**src/rtl/spf_pkg.sv**
```systemverilog
// Package spf_pkg
// Shared sizing defaults and the output-register mode type for the
// serial/parallel fall-through FIFO.
package spf_pkg;
    localparam int unsigned SPF_WIDTH = 4;
    localparam int unsigned SPF_DEPTH = 64;

    // How the word in the output register is consumed
    typedef enum logic {
        OUT_MODE_PAR = 1'b0,
        OUT_MODE_SER = 1'b1
    } out_mode_e;
endpackage

```
**src/rtl/spf_in_reg.sv**
```systemverilog
// Module spf_in_reg
// Input conversion register. It captures a word in parallel, or assembles
// it LSB first from a serial line whose clock is sampled by clk (a high-to-low
// step between two samples is one shift). It raises full when a word is
// complete and hands the word to the stack when the transfer strobe is low
// and the stack reports its entry slot free.
// Assumes: ser_clk is slow enough that clk sees every level; srst_n is synchronous.
module spf_in_reg #(
    parameter int unsigned W = 4
) (
    input  logic         clk,
    input  logic         srst_n,
    input  logic         par_load,
    input  logic [W-1:0] par_din,
    input  logic         ser_clk,
    input  logic         ser_en_n,
    input  logic         ser_din,
    input  logic         xfer_n,
    input  logic         entry_free,
    output logic         full,
    output logic         push,
    output logic [W-1:0] word
);
    localparam int unsigned CW = (W > 1) ? $clog2(W) : 1;
    localparam logic [CW-1:0] LAST_BIT = CW'(W - 1);

    logic          sclk_q;
    logic          sclk_fall;
    logic [CW-1:0] bit_cnt;

    // Detect a falling step of the sampled serial clock
    assign sclk_fall = sclk_q & ~ser_clk;
    // Hand the word over when requested, complete and the stack has room
    assign push = full & ~xfer_n & entry_free;

    // Track the previous serial clock level
    always_ff @(posedge clk) begin
        if (!srst_n) sclk_q <= 1'b0;
        else         sclk_q <= ser_clk;
    end

    // Load, shift and hand-over of the input word
    always_ff @(posedge clk) begin
        if (!srst_n) begin
            word    <= '0;
            full    <= 1'b0;
            bit_cnt <= '0;
        end else if (push) begin
            full <= 1'b0;
        end else if (!full) begin
            if (par_load) begin
                word    <= par_din;
                full    <= 1'b1;
                bit_cnt <= '0;
            end else if (!ser_en_n && sclk_fall) begin
                word <= {ser_din, word[W-1:1]};
                if (bit_cnt == LAST_BIT) begin
                    full    <= 1'b1;
                    bit_cnt <= '0;
                end else begin
                    bit_cnt <= bit_cnt + 1'b1;
                end
            end
        end
    end
endmodule

```
**src/rtl/spf_stack.sv**
```systemverilog
// Module spf_stack
// Fall-through word stack. Slot 0 is the entry end and slot DEPTH-1 is the
// output end. Each slot has a valid bit. A valid word moves one slot per clock
// into an empty slot below it. The entry slot accepts a push only when it is
// empty, and the exit slot is emptied by pop.
// Assumes: push and pop are already qualified by the neighbours.
module spf_stack #(
    parameter int unsigned W     = 4,
    parameter int unsigned DEPTH = 64
) (
    input  logic         clk,
    input  logic         srst_n,
    input  logic         push,
    input  logic [W-1:0] push_data,
    input  logic         pop,
    output logic         entry_free,
    output logic         tail_valid,
    output logic [W-1:0] tail_data
);
    localparam int unsigned FLAT = DEPTH * W;

    logic [DEPTH-1:0] valid_vec;
    logic [DEPTH-1:0] move;
    logic [FLAT-1:0]  data_flat;

    assign entry_free = ~valid_vec[0];
    assign tail_valid = valid_vec[DEPTH-1];
    assign tail_data  = data_flat[(DEPTH-1)*W +: W];

    for (genvar i = 0; i < DEPTH; i++) begin : g_slot
        logic         vq;
        logic [W-1:0] dq;
        logic         take_in;
        logic         give_out;
        logic [W-1:0] src;

        if (i == 0) begin : g_entry
            assign take_in = push & ~vq;
            assign src     = push_data;
        end else begin : g_inner
            assign take_in = move[i-1];
            assign src     = data_flat[(i-1)*W +: W];
        end

        if (i == DEPTH - 1) begin : g_exit
            assign move[i]  = 1'b0;
            assign give_out = pop & vq;
        end else begin : g_fall
            assign move[i]  = vq & ~valid_vec[i+1];
            assign give_out = move[i];
        end

        assign valid_vec[i]          = vq;
        assign data_flat[i*W +: W]   = dq;

        // Slot register: fill from above, empty downward or on pop
        always_ff @(posedge clk) begin
            if (!srst_n) begin
                vq <= 1'b0;
                dq <= '0;
            end else if (take_in) begin
                vq <= 1'b1;
                dq <= src;
            end else if (give_out) begin
                vq <= 1'b0;
            end
        end
    end
endmodule

```
**src/rtl/spf_out_reg.sv**
```systemverilog
// Module spf_out_reg
// Output conversion register. When empty, it takes the exit word of the stack if a
// parallel or serial load request is high, with parallel taking priority.
// A parallel word leaves on pop. A serial word is shifted out LSB first on
// falling steps of the sampled serial output clock, and is gone after W shifts.
// Assumes: ser_clk is slow relative to clk; srst_n is synchronous.
module spf_out_reg
    import spf_pkg::*;
#(
    parameter int unsigned W = 4
) (
    input  logic         clk,
    input  logic         srst_n,
    input  logic         tail_valid,
    input  logic [W-1:0] tail_data,
    input  logic         ld_par,
    input  logic         ld_ser,
    input  logic         pop,
    input  logic         ser_clk,
    input  logic         ser_en_n,
    output logic         take,
    output logic         valid,
    output out_mode_e    mode,
    output logic [W-1:0] word
);
    localparam int unsigned CW = (W > 1) ? $clog2(W) : 1;
    localparam logic [CW-1:0] LAST_BIT = CW'(W - 1);

    logic          sclk_q;
    logic          sclk_fall;
    logic [CW-1:0] bit_cnt;

    assign sclk_fall = sclk_q & ~ser_clk;
    // Pull from the stack only into an empty register on request
    assign take = ~valid & tail_valid & (ld_par | ld_ser);

    // Track the previous serial output clock level
    always_ff @(posedge clk) begin
        if (!srst_n) sclk_q <= 1'b0;
        else         sclk_q <= ser_clk;
    end

    // Load, parallel pop and serial shift of the output word
    always_ff @(posedge clk) begin
        if (!srst_n) begin
            word    <= '0;
            valid   <= 1'b0;
            mode    <= OUT_MODE_PAR;
            bit_cnt <= '0;
        end else if (take) begin
            word    <= tail_data;
            valid   <= 1'b1;
            mode    <= ld_par ? OUT_MODE_PAR : OUT_MODE_SER;
            bit_cnt <= '0;
        end else if (valid && mode == OUT_MODE_PAR) begin
            if (pop) valid <= 1'b0;
        end else if (valid && !ser_en_n && sclk_fall) begin
            word <= {1'b0, word[W-1:1]};
            if (bit_cnt == LAST_BIT) begin
                valid   <= 1'b0;
                bit_cnt <= '0;
            end else begin
                bit_cnt <= bit_cnt + 1'b1;
            end
        end
    end
endmodule

```
**src/rtl/spf_fifo.sv**
```systemverilog
// Module spf_fifo (top)
// Serial/parallel fall-through FIFO of DEPTH words by W bits. It is built from
// an input conversion register, the fall-through stack and an output
// conversion register. The system reset and the master clear are merged into one
// synchronous clear for all three parts.
// Assumes: a single system clock; serial clocks are sampled, not used as clocks.
module spf_fifo
    import spf_pkg::*;
#(
    parameter int unsigned W     = SPF_WIDTH,
    parameter int unsigned DEPTH = SPF_DEPTH
) (
    input  logic         clk,
    input  logic         rst_n,
    input  logic         clr_n,
    input  logic         par_load,
    input  logic [W-1:0] par_din,
    input  logic         ser_in_clk,
    input  logic         ser_in_en_n,
    input  logic         ser_din,
    input  logic         xfer_n,
    output logic         in_full,
    input  logic         out_ld_par,
    input  logic         out_ld_ser,
    input  logic         out_pop,
    input  logic         ser_out_clk,
    input  logic         ser_out_en_n,
    input  logic         oe_n,
    output logic         out_ready,
    output logic         ser_dout,
    output logic [W-1:0] par_dout,
    output logic         par_drive
);
    logic         srst_n;
    logic         entry_free;
    logic         entry_busy;
    logic         push;
    logic [W-1:0] in_word;
    logic         tail_valid;
    logic [W-1:0] tail_data;
    logic         take;
    out_mode_e    out_mode;
    logic         out_ser_mode;
    logic [W-1:0] out_word;

    // One synchronous clear from either reset source
    assign srst_n       = rst_n & clr_n;
    assign entry_busy   = ~entry_free;
    assign out_ser_mode = (out_mode == OUT_MODE_SER);
    assign par_dout     = out_word;
    assign ser_dout     = out_word[0];
    assign par_drive    = ~oe_n;

    spf_in_reg #(.W(W)) u_in (
        .clk        (clk),
        .srst_n     (srst_n),
        .par_load   (par_load),
        .par_din    (par_din),
        .ser_clk    (ser_in_clk),
        .ser_en_n   (ser_in_en_n),
        .ser_din    (ser_din),
        .xfer_n     (xfer_n),
        .entry_free (entry_free),
        .full       (in_full),
        .push       (push),
        .word       (in_word)
    );

    spf_stack #(.W(W), .DEPTH(DEPTH)) u_stack (
        .clk        (clk),
        .srst_n     (srst_n),
        .push       (push),
        .push_data  (in_word),
        .pop        (take),
        .entry_free (entry_free),
        .tail_valid (tail_valid),
        .tail_data  (tail_data)
    );

    spf_out_reg #(.W(W)) u_out (
        .clk        (clk),
        .srst_n     (srst_n),
        .tail_valid (tail_valid),
        .tail_data  (tail_data),
        .ld_par     (out_ld_par),
        .ld_ser     (out_ld_ser),
        .pop        (out_pop),
        .ser_clk    (ser_out_clk),
        .ser_en_n   (ser_out_en_n),
        .take       (take),
        .valid      (out_ready),
        .mode       (out_mode),
        .word       (out_word)
    );
endmodule

```
**config.mk**
```make
export PLATFORM = sky130hd
export DESIGN_NAME = spf_fifo
export DESIGN_NICKNAME = d
export VERILOG_FILES = /design/src/rtl/spf_pkg.sv /design/src/rtl/spf_in_reg.sv /design/src/rtl/spf_stack.sv /design/src/rtl/spf_out_reg.sv /design/src/rtl/spf_fifo.sv
export SDC_FILE = /design/constraint.sdc
export NUM_CORES = 1
export LEC_CHECK = 0
export BUFFER_PORTS_ARGS = -buffer_cell sky130_fd_sc_hd__buf_2
export CORE_MARGIN = 3
export CORE_UTILIZATION = 35
export CTS_CLUSTER_DIAMETER = 40
export DETAILED_ROUTE_END_ITERATION = 16
export GPL_TIMING_DRIVEN = 0
export PLACE_DENSITY = 0.54
export SLEW_MARGIN = 20
export SYNTH_ARGS = -nofsm -noshare
export SYNTH_HDL_FRONTEND = slang
export SYNTH_SLANG_ARGS = --single-unit
```
**constraint.sdc**
```tcl
create_clock -name clk -period 2.1 [get_ports clk]
set_input_delay 0.42 -clock clk [delete_from_list [all_inputs] [get_ports clk]]
set_output_delay 0.42 -clock clk [all_outputs]
set_load 0.02 [all_outputs]
```
# After elaboration in Yosys (flattened, before gate mapping)
# Cells that the tools add are included.
[word_totals]
reg_bits = 337
out_inout_bits = 8
wordCells = 517
in_bits = 18
[op_classes]
bitwise_logic = 147
reduce_logical = 80
muxes = 147
n_eq_ne = 4
n_addsub = 2
[op_table]
columns = ["op", "count"]
rows = [
  ["$mux W1", 138],
  ["$reduce_bool A2 Y1", 66],
  ["$not A1 Y1", 74],
  ["$and A1 B1 Y1", 72],
  ["$mux W4", 5],
  ["$mux W2", 4],
  ["$reduce_and A3 Y1", 2],
  ["$reduce_bool A3 Y1", 2],
  ["$add A2 B1 Y2 const B", 2],
  ["$eq A2 B2 Y1 const B", 2],
  ["$logic_and A1 B1 Y1", 4],
  ["$reduce_and A2 Y1", 2],
  ["$reduce_or A2 Y1", 2],
  ["$ne A3 B2 Y1 const B", 1],
  ["$logic_not A1 Y1", 2],
  ["$ne A2 B1 Y1 const B", 1],
  ["$or A1 B1 Y1", 1],
]

# Logic depth before layout (Yosys ltp)
# Gate-level depths: netlist (run 1).
[depth]
depth_word = 6
depth_mapped = 5
depth_no_buf = 4

# Cells and area by module
# From an unflattened synthesis (run 1), not the netlist that was laid out.
[hier_totals]
cells_unflattened = 1214
hier_area_um2 = 12729.7
[modules_own_cells]
columns = ["mod", "seq_area_each_um2", "instances", "area_each_um2", "cells_each"]
rows = [
  ["spf_stack", 6406.1, 1, 11932.7, 1129],
  ["spf_in_reg", 160.2, 1, 397.9, 43],
  ["spf_out_reg", 180.2, 1, 381.6, 39],
  ["spf_fifo", 0.0, 1, 17.5, 3],
]

# Worst setup path after synthesis (run 1)
# Ideal clock, no wire load.
[synth_timing]
kind = "register -> register"
startpoint = "register u_out.valid"
endpoint = "register u_out.bit_cnt[0]"
setup_slack_ns = 0.701
period_less_slack_ns = 1.399
required_ns = 2.020
path_buffers = 0
stages_incl_launch_ff = 5
arrival_ns = 1.319
setup_time_ns = 0.080
cell_sequence = "dfxtp_1 -> and4bb_1 -> nand2_1 -> or3_1 -> a211oi_2"
[synth_via]
elab_chain_cells = 4
word_cells_on_any_way = 9
classes_between = "bitwise (4); reduce/logical (5)"
[synth_rtl]
columns = ["element", "line", "source"]
rows = [
  ["from (decl)", "spf_out_reg.sv:22", "output logic valid,"],
  ["from (signal assigned)", "spf_out_reg.sv:47", "valid <= 1'b0;"],
  ["from (signal assigned)", "spf_out_reg.sv:52", "valid <= 1'b1;"],
  ["from (signal assigned)", "spf_out_reg.sv:56", "if (pop) valid <= 1'b0;"],
  ["$not A1 Y1", "spf_out_reg.sv:35", "assign take = ~valid & tail_valid & (ld_par | ld_ser);"],
  ["$and A1 B1 Y1 (2 in a row)", "spf_out_reg.sv:35", ""],
  ["$reduce_or A2 Y1 (no source line)", "-", ""],
  ["to (signal assigned)", "spf_out_reg.sv:63", "bit_cnt <= bit_cnt + 1'b1;"],
  ["to (decl)", "spf_out_reg.sv:31", "logic [CW-1:0] bit_cnt;"],
]
# Parallel ways exist; a longest one is shown, timed or not.
# A chain may end at the register's enable or synchronous reset.

# Worst setup path after layout (run 1)
[layout_timing]
startpoint = "register u_in.full"
endpoint = "output port in_full"
[layout_lines]
columns = ["element", "line", "source"]
rows = [
  ["from (decl)", "spf_in_reg.sv:20", "output logic full,"],
  ["from (signal assigned)", "spf_in_reg.sv:46", "full <= 1'b0;"],
  ["from (signal assigned)", "spf_in_reg.sv:49", "full <= 1'b0;"],
  ["from (signal assigned)", "spf_in_reg.sv:53", "full <= 1'b1;"],
  ["to (decl)", "spf_fifo.sv:22", "output logic in_full,"],
]
# No word-level cell between the ends.

==> reports/results.txt, run 1 <==
Port Buffers -> 24
most common cell in the netlist -> dfxtp_1
warnings from Yosys -> 0
CP endpoint kind -> output pin
largest net degree at the start of global routing -> 14
hold_sp -> out_ld_par
Highest Signal Layer -> met4
clock tree buffer depth -> 3
non-filler cells, final -> 1,762
post-DP HPWL -> 14,600 um
cell total after placement -> 1,682
# hold bufs at CTS -> 0
die area -> 36,800 um2
RR Endpoint -> u_out.bit_cnt[0]
synth cell count leaders -> 337 x dfxtp_1, 270 x nor2_1, 264 x mux2i_1
# setup viols final -> 0
WP data required -> 1.68 ns
Routed WL -> 21,300 um
die height -> 192 um
first-pass detailed-route iteration total -> 4
CTS Buf Count -> 44
area share of the largest cell type after synthesis -> 55.7%
CP Cell Sequence -> buf_2
count of state elements after synthesis -> 337
Pleak -> 6.59 nW
Post-synth ARST share -> 0%
distinct cell type count after synthesis -> 30
clock slew at reported path FFs -> 0.05 ns
Layout Skew -> 0.0194 ns
prevailing post-synth register cell -> dfxtp_1
Hold Path Sink -> u_out.mode
post-synthesis cell area -> 12,100 um2
r2r setup slk -> 0.70 ns
Largest stage delay, worst path -> 0.41 ns
Least-Margin Pin Slew -> 0.677 ns
starting DRC count in detailed routing -> 315
fmax -> 0.638 GHz
gp weighted congestion -> 0.700
initial antenna violation count -> 0
Synth Area per Inst -> 10.0 um2
status -> completed
WS Path Type -> flop to output pin
cells on worst reg2reg path -> 4
EDFF count, synth -> 0
CTS sink cnt -> 337
Synth area leader -> dfxtp_1
CTS tree -> built
setup TNS -> 0 ns
DRC violations left -> 0
Vias -> 7,747
CP startpoint kind -> flop
wire per inst -> 12.1 um
maximum vdd drop -> 0.765 mV
Layout area overhead -> 18.5%
# diodes -> 0
Hold Vio Cnt, Final -> 0
Final Cycle Share -> 74.6%
pwr dens -> 997 nW/um2
Worst Path Buf+Inv -> 1
gr ovfl total -> 0
DRT antenna net count -> 0
wl on met1 -> 10,800 um
worst skew pair latency -> 0.54 ns
routed length on met2 -> 9320 um
WL met3 -> 659 um
Post-Place Cell Area -> 12,800 um2
final instance area -> 14,300 um2
row count -> 67
Layout Nets -> 1,300
Slew HR -> 54.8%
layout cells sized above 1 -> 9.82%
Post-CTS Setup Inserts -> 0
r2r startpoint -> u_out.valid
register area share after synthesis -> 55.7%
GRT Overall Usage -> 11.9%
Core Box Area -> 33,800 um2
Arr. time, crit path -> 1.15 ns
Die Width -> 192 um
Tightest Hold Check Type -> primary input to flop
Slowest cell on crit path -> dfxtp_1
first-pass GRT wire length -> 36,300 um
Syn Nets -> 1,230
cell count after synthesis -> 1,210
minimum clock period -> 1.57 ns
IO Count -> 26
Initial Util -> 35.8%
CTS root buffer -> clkbuf_16
Max Cap Violations -> 0
synth top area cells -> dfxtp_1 56%, mux2i_1 22%, nor2_1 8.4%, nand2b_1 3.2%, a21oi_1 2.9%
vias in the first global route -> 7,459
post-CTS sizing -> 0
RSZ-0062 raised after global routing -> false
Final Slew Violations -> 0
WHS Path Cells -> 2
Vias/cell -> 4.40
H-tree levels -> 2
crit-path leading delay family -> flip-flops
Crit Path Max Fanout -> 5
per-layer routing:
layer / vias to the layer above / track usage, %
li1: 4145 / -
met1: 3498 / 16.2
met2: 59 / 18.8
met3: 45 / 2.50
met4: 0 / 4.04
met5: - / 0
flip-flops by register name, indices dropped and copies added (netlist names):
signal,count
u_stack.tail_valid,1
u_out.word,4
u_stack.g_slot.src,4
u_stack.g_slot.vq,63
u_out.mode,1
u_in.full,1
u_out.sclk_q,1
u_in.bit_cnt,2
u_in.sclk_q,1
u_out.bit_cnt,2
u_stack.tail_data,4
u_stack.g_slot.dq,248
u_in.word,4
u_out.valid,1
cells in the final DEF (no fill, tap or decap), types with 2 or more instances in the layout:
cell type   Yosys  layout
a211oi_1        8       8
a21oi_1        69      69
and3_1          2       2
buf_1          11      11
buf_2          21      45
bufinv_16       0       6
clkbuf_1       69      72
clkbuf_16       0      44
clkbuf_8        0       6
clkinv_2        0       6
clkinv_4        0       5
clkinv_8        0       4
clkinvlp_4      0       2
dfxtp_1       337     337
ha_1            2       2
inv_1           3       3
inv_6           0       4
mux2i_1       264     264
nand2_1        63      63
nand2b_1       62      62
nand3_1         3       3
nor2_1        270     270
nor2b_1         6       6
nor3_1          4       4
o21ai_0         3       3
worst reg2reg max path: cells and delay by family (launching register included):
kind / cells / cell delay [ns]
AO/OA/AOI/OAI: 1 / 0.17
AND/OR/NAND/NOR: 3 / 0.75
flip-flops: 1 / 0.41
area by class of cell:
class,instances,area [um2]
fillers,3297,19400
flip-flops and latches,337,6750
multi-input cells,768,4930
clock buffers,53,1190
well taps,448,561
plain buffers,102,413
clock inverters,27,369
repair buffers,24,120
inverters,3,11.3
per-stage QoR:
step	hold slack [ns]	utilization, %	power [mW]	worst slack (ns)
2_1_floorplan	0.443	-	6.67	0.701
3_3_place_gp	0.463	37.8	6.75	0.0716
3_5_place_dp	0.469	37.8	6.75	0.0346
4_1_cts	0.0583	42.5	14.6	0.499
5_1_grt	0.0854	42.5	14.9	0.459
6_report	0.0836	42.5	14.3	0.533
report_power, final:
part	switching, mW	total, mW	internal [mW]
registers	0.00444	6.41	6.40
clock network	2.85	7.71	4.86
logic	0.150	0.199	0.0481
total	3.00	14.3	11.3
kinds of logic after synthesis:
logic type / count (synthesis) / share of synthesized area, %
adder cells (fa/ha/maj): 2 / 0.207
AND/OR/NAND/NOR: 417 / 14.8
flip-flops: 337 / 55.7
AO/OA/AOI/OAI: 85 / 3.91
multiplexers: 264 / 21.8
buffers and inverters: 105 / 3.50
worst max-delay path by stage:
stage | from | end | slack (ns) | depth (start not counted)
finish | u_in.full | in_full | 0.53 | 1
global route | u_out.valid | out_ready | 0.46 | 1
CTS | u_in.full | in_full | 0.50 | 1
detailed placement | rst_n | u_stack.tail_data[3] | 0.03 | 6
global placement | rst_n | u_stack.g_slot[0].dq[3] | 0.07 | 6
floorplan | u_out.valid | u_out.bit_cnt[0] | 0.70 | 4
Power figures use the tool's default switching activity.
==> run 2: changes to the inputs <==
--- a/config.mk
+++ b/config.mk
@@ -11,7 +11,7 @@
 export CTS_CLUSTER_DIAMETER = 40
 export DETAILED_ROUTE_END_ITERATION = 16
 export GPL_TIMING_DRIVEN = 0
-export PLACE_DENSITY = 0.54
+export PLACE_DENSITY = 0.55
 export SLEW_MARGIN = 20
 export SYNTH_ARGS = -nofsm -noshare
 export SYNTH_HDL_FRONTEND = slang
==> constraint.sdc (replaced) <==
create_clock -name clk -period 1.4 [get_ports clk]
set_input_delay 0.28 -clock clk [delete_from_list [all_inputs] [get_ports clk]]
set_output_delay 0.28 -clock clk [all_outputs]
set_load 0.02 [all_outputs]
==> run 2 against run 1 <==
Against the previous run:
- clock power is 40% higher
- core utilization is 0.16 points lower
- global-route usage is 0.14 points higher
- final area is 0.37% lower
- critical path depth is 5 higher
- combinational power is 55% higher
- sequential cell count stayed put
- clock skew hardly changed
- power is 45% higher
- critical path type is now primary input to flop
- largest power group unchanged
==> reports/results.txt, run 2 (synthesis results as in run 1) <==
status -> completed (unchanged)
WHS Path Cells -> 2 (unchanged)
die height -> 192 um (unchanged)
CP startpoint kind -> primary input (was flop)
max reg flops -> 248 (unchanged)
GRT Overall Usage -> 12.1% (was 11.9%)
pwr dens -> 1450 nW/um2 (was 997 nW/um2)
Routed WL -> 21,400 um (was 21,300 um)
DRT antenna net count -> 0 (unchanged)
CTS sink cnt -> 337 (unchanged)
Slowest cell on crit path -> dlygate4sd3_1 (was dfxtp_1)
Die Width -> 192 um (unchanged)
# diodes -> 0 (unchanged)
Final Util -> 42.3% (was 42.5%)
post-DP HPWL -> 14,600 um (about the same)
gp weighted congestion -> 0.692 (was 0.700)
cell total after placement -> 1,682 (unchanged)
first-pass GRT wire length -> 37,000 um (was 36,300 um)
r2r setup slk -> 0.06 ns (was 0.70 ns)
Hold Path Sink -> u_out.sclk_q (was u_out.mode)
DRC violations left -> 0 (unchanged)
biggest regs -> u_stack.g_slot.dq (248), u_stack.g_slot.vq (63) (unchanged)
starting DRC count in detailed routing -> 272 (was 315)
Core Box Area -> 33,800 um2 (unchanged)
filler instances -> 3,307 (was 3,297)
most frequent cells in the layout -> 334 x dfxtp_1, 269 x nor2_1, 264 x mux2i_1 (was 337 x dfxtp_1, 270 x nor2_1, 264 x mux2i_1)
Port Buffers -> 24 (unchanged)
Final Power -> 20.8 mW (was 14.3 mW)
H-tree levels -> 2 (unchanged)
Final Slew Violations -> 0 (unchanged)
fmax -> 0.725 GHz
RSZ-0062 raised after global routing -> true (was false)
non-filler cells, final -> 1,764 (was 1,762)
setup TNS -> 0 ns (unchanged)
Hold Vio Cnt, Final -> 0 (unchanged)
# setup viols final -> 0 (unchanged)
clock tree buffer depth -> 3 (unchanged)
RR Endpoint -> u_in.word[0] (was u_out.bit_cnt[0])
Vias -> 7,749 (was 7,747)
worst skew pair latency -> 0.53 ns (was 0.54 ns)
die area -> 36,800 um2 (unchanged)
Slew HR -> 56.7% (was 54.8%)
commonest non-fill, non-tap cell in the layout -> dfxtp_1 (unchanged)
WS Path Type -> primary input to flop (was flop to output pin)
CP Cell Sequence -> dlygate4sd3_1 > buf_2 > and4bb_2 > nand2_2 > or3_1 > a211oi_2 (was buf_2)
Layout Skew -> 0.0190 ns (was 0.0194 ns)
largest net degree at the start of global routing -> 15 (was 14)
Largest stage delay, worst path -> 0.54 ns (was 0.41 ns)
CP endpoint kind -> flop (was output pin)
maximum vdd drop -> 1.02 mV (was 0.765 mV)
CTS Buf Count -> 42 (was 44)
vias in the first global route -> 7,695 (was 7,459)
Arr. time, crit path -> 1.84 ns (was 1.15 ns)
Final Cycle Share -> 98.5%
Layout Nets -> 1,302 (was 1,300)
gr ovfl total -> 0 (unchanged)
Vias/cell -> 4.39 (was 4.40)
initial antenna violation count -> 0 (unchanged)
Sequential cell area -> 6750 um2 (about the same)
Layout area overhead -> 18.1% (was 18.5%)
row count -> 67 (unchanged)
Tightest Hold Check Type -> primary input to flop (unchanged)
WP data required -> 1.86 ns (was 1.68 ns)
Max Cap Violations -> 0 (unchanged)
hold_sp -> clr_n (was out_ld_par)
clock slew at reported path FFs -> 0.06 ns (was 0.05 ns)
minimum clock period -> 1.38 ns
wire per inst -> 12.1 um (about the same)
Crit Path Max Fanout -> 4 (was 5)
Pleak -> 6.54 nW (was 6.59 nW)
Reg with most FFs -> u_stack.g_slot.dq (unchanged)
Least-Margin Pin Slew -> 0.649 ns (was 0.677 ns)
CTS root buffer -> clkbuf_16 (unchanged)
layout cells sized above 1 -> 10.3% (was 9.82%)
IO Count -> 26 (unchanged)
Multi-input gate area -> 4950 um2 (was 4930 um2)
r2r startpoint -> u_in.sclk_q (was u_out.valid)
first-pass detailed-route iteration total -> 4 (unchanged)
cells on worst reg2reg path -> 4 (unchanged)
Initial Util -> 35.8% (unchanged)
CTS tree -> built (unchanged)
run 2: cell count changes in the layout (fill, tap and decap cells not counted), sizes merged:
| cell | delta |
|---|---|
| a21oi | +1 |
| clkbuf | -2 |
| clkinvlp | +3 |
| dlygate4sd3 | +3 |
| bufinv | -2 |
| clkinv | -3 |
| inv | +2 |
run 2: cell type report:
type / instances / area share [%]
plain buffers: 101 / 2.84
clock buffers: 51 / 7.94
clock inverters: 27 / 2.13
inverters: 3 / 0.0788
multi-input cells: 769 / 34.7
flip-flops and latches: 337 / 47.2
well taps: 448 / 3.92
repair buffers: 28 / 1.18
run 2: power breakdown:
| group | internal [mW] | switching [mW] |
|---|---|---|
| Combinational | 0.0823 | 0.227 |
| Sequential | 9.60 | 0.00793 |
| Clock | 6.62 | 4.23 |
| Total | 16.3 | 4.46 |
run 2: metrics by stage:
stage | area (um2) | hold slack [ns] | setup slack (ns)
finish | 14300 | 0.0296 | 0.0203
floorplan | 12100 | 0.377 | 0.00107
global placement | 12800 | 0.464 | -0.518
CTS | 14300 | 0.00264 | 0.00686
detailed placement | 12800 | 0.471 | -0.521
global route | 14300 | 0.0236 | -0.0513
run 2: worst max-delay path, delay by kind of cell:
family	cells	cell delay (ns)
AO/OA/AOI/OAI	1	0.17
buffers and inverters	2	0.66
AND/OR/NAND/NOR	3	0.72
run 2: worst max-delay path by stage:
stage / startpoint / endpoint / slack (ns) / depth (start not counted)
after floorplan: u_out.valid / u_out.bit_cnt[0] / 0.001 / 4
after global placement: rst_n / u_stack.g_slot[0].dq[3] / -0.52 / 6
after detailed placement: rst_n / u_stack.g_slot[0].dq[3] / -0.52 / 6
after CTS: u_in.full / in_full / 0.007 / 1
after global routing: ser_out_clk / u_out.bit_cnt[0] / -0.05 / 6
final: ser_out_clk / u_out.bit_cnt[0] / 0.02 / 6
run 2: per-layer routing:
metal | GRT usage, % | up-vias | share of wire [%]
met3 | 2.46 | 42 | 3.1
met5 | 0 | - | 0
met1 | 16.5 | 3513 | 51
li1 | - | 4137 | -
met2 | 19.0 | 57 | 44
met4 | 4.15 | 0 | 2.3
run 2: repair_timing:
action	4_1_cts	5_1_grt
gates cloned	0	1
setup buffers	0	1
hold endpoints to repair	3	0
hold buffers	3	0
resized for setup	5	10
pin swaps	1	3
endpoints found under the setup margin	4	50
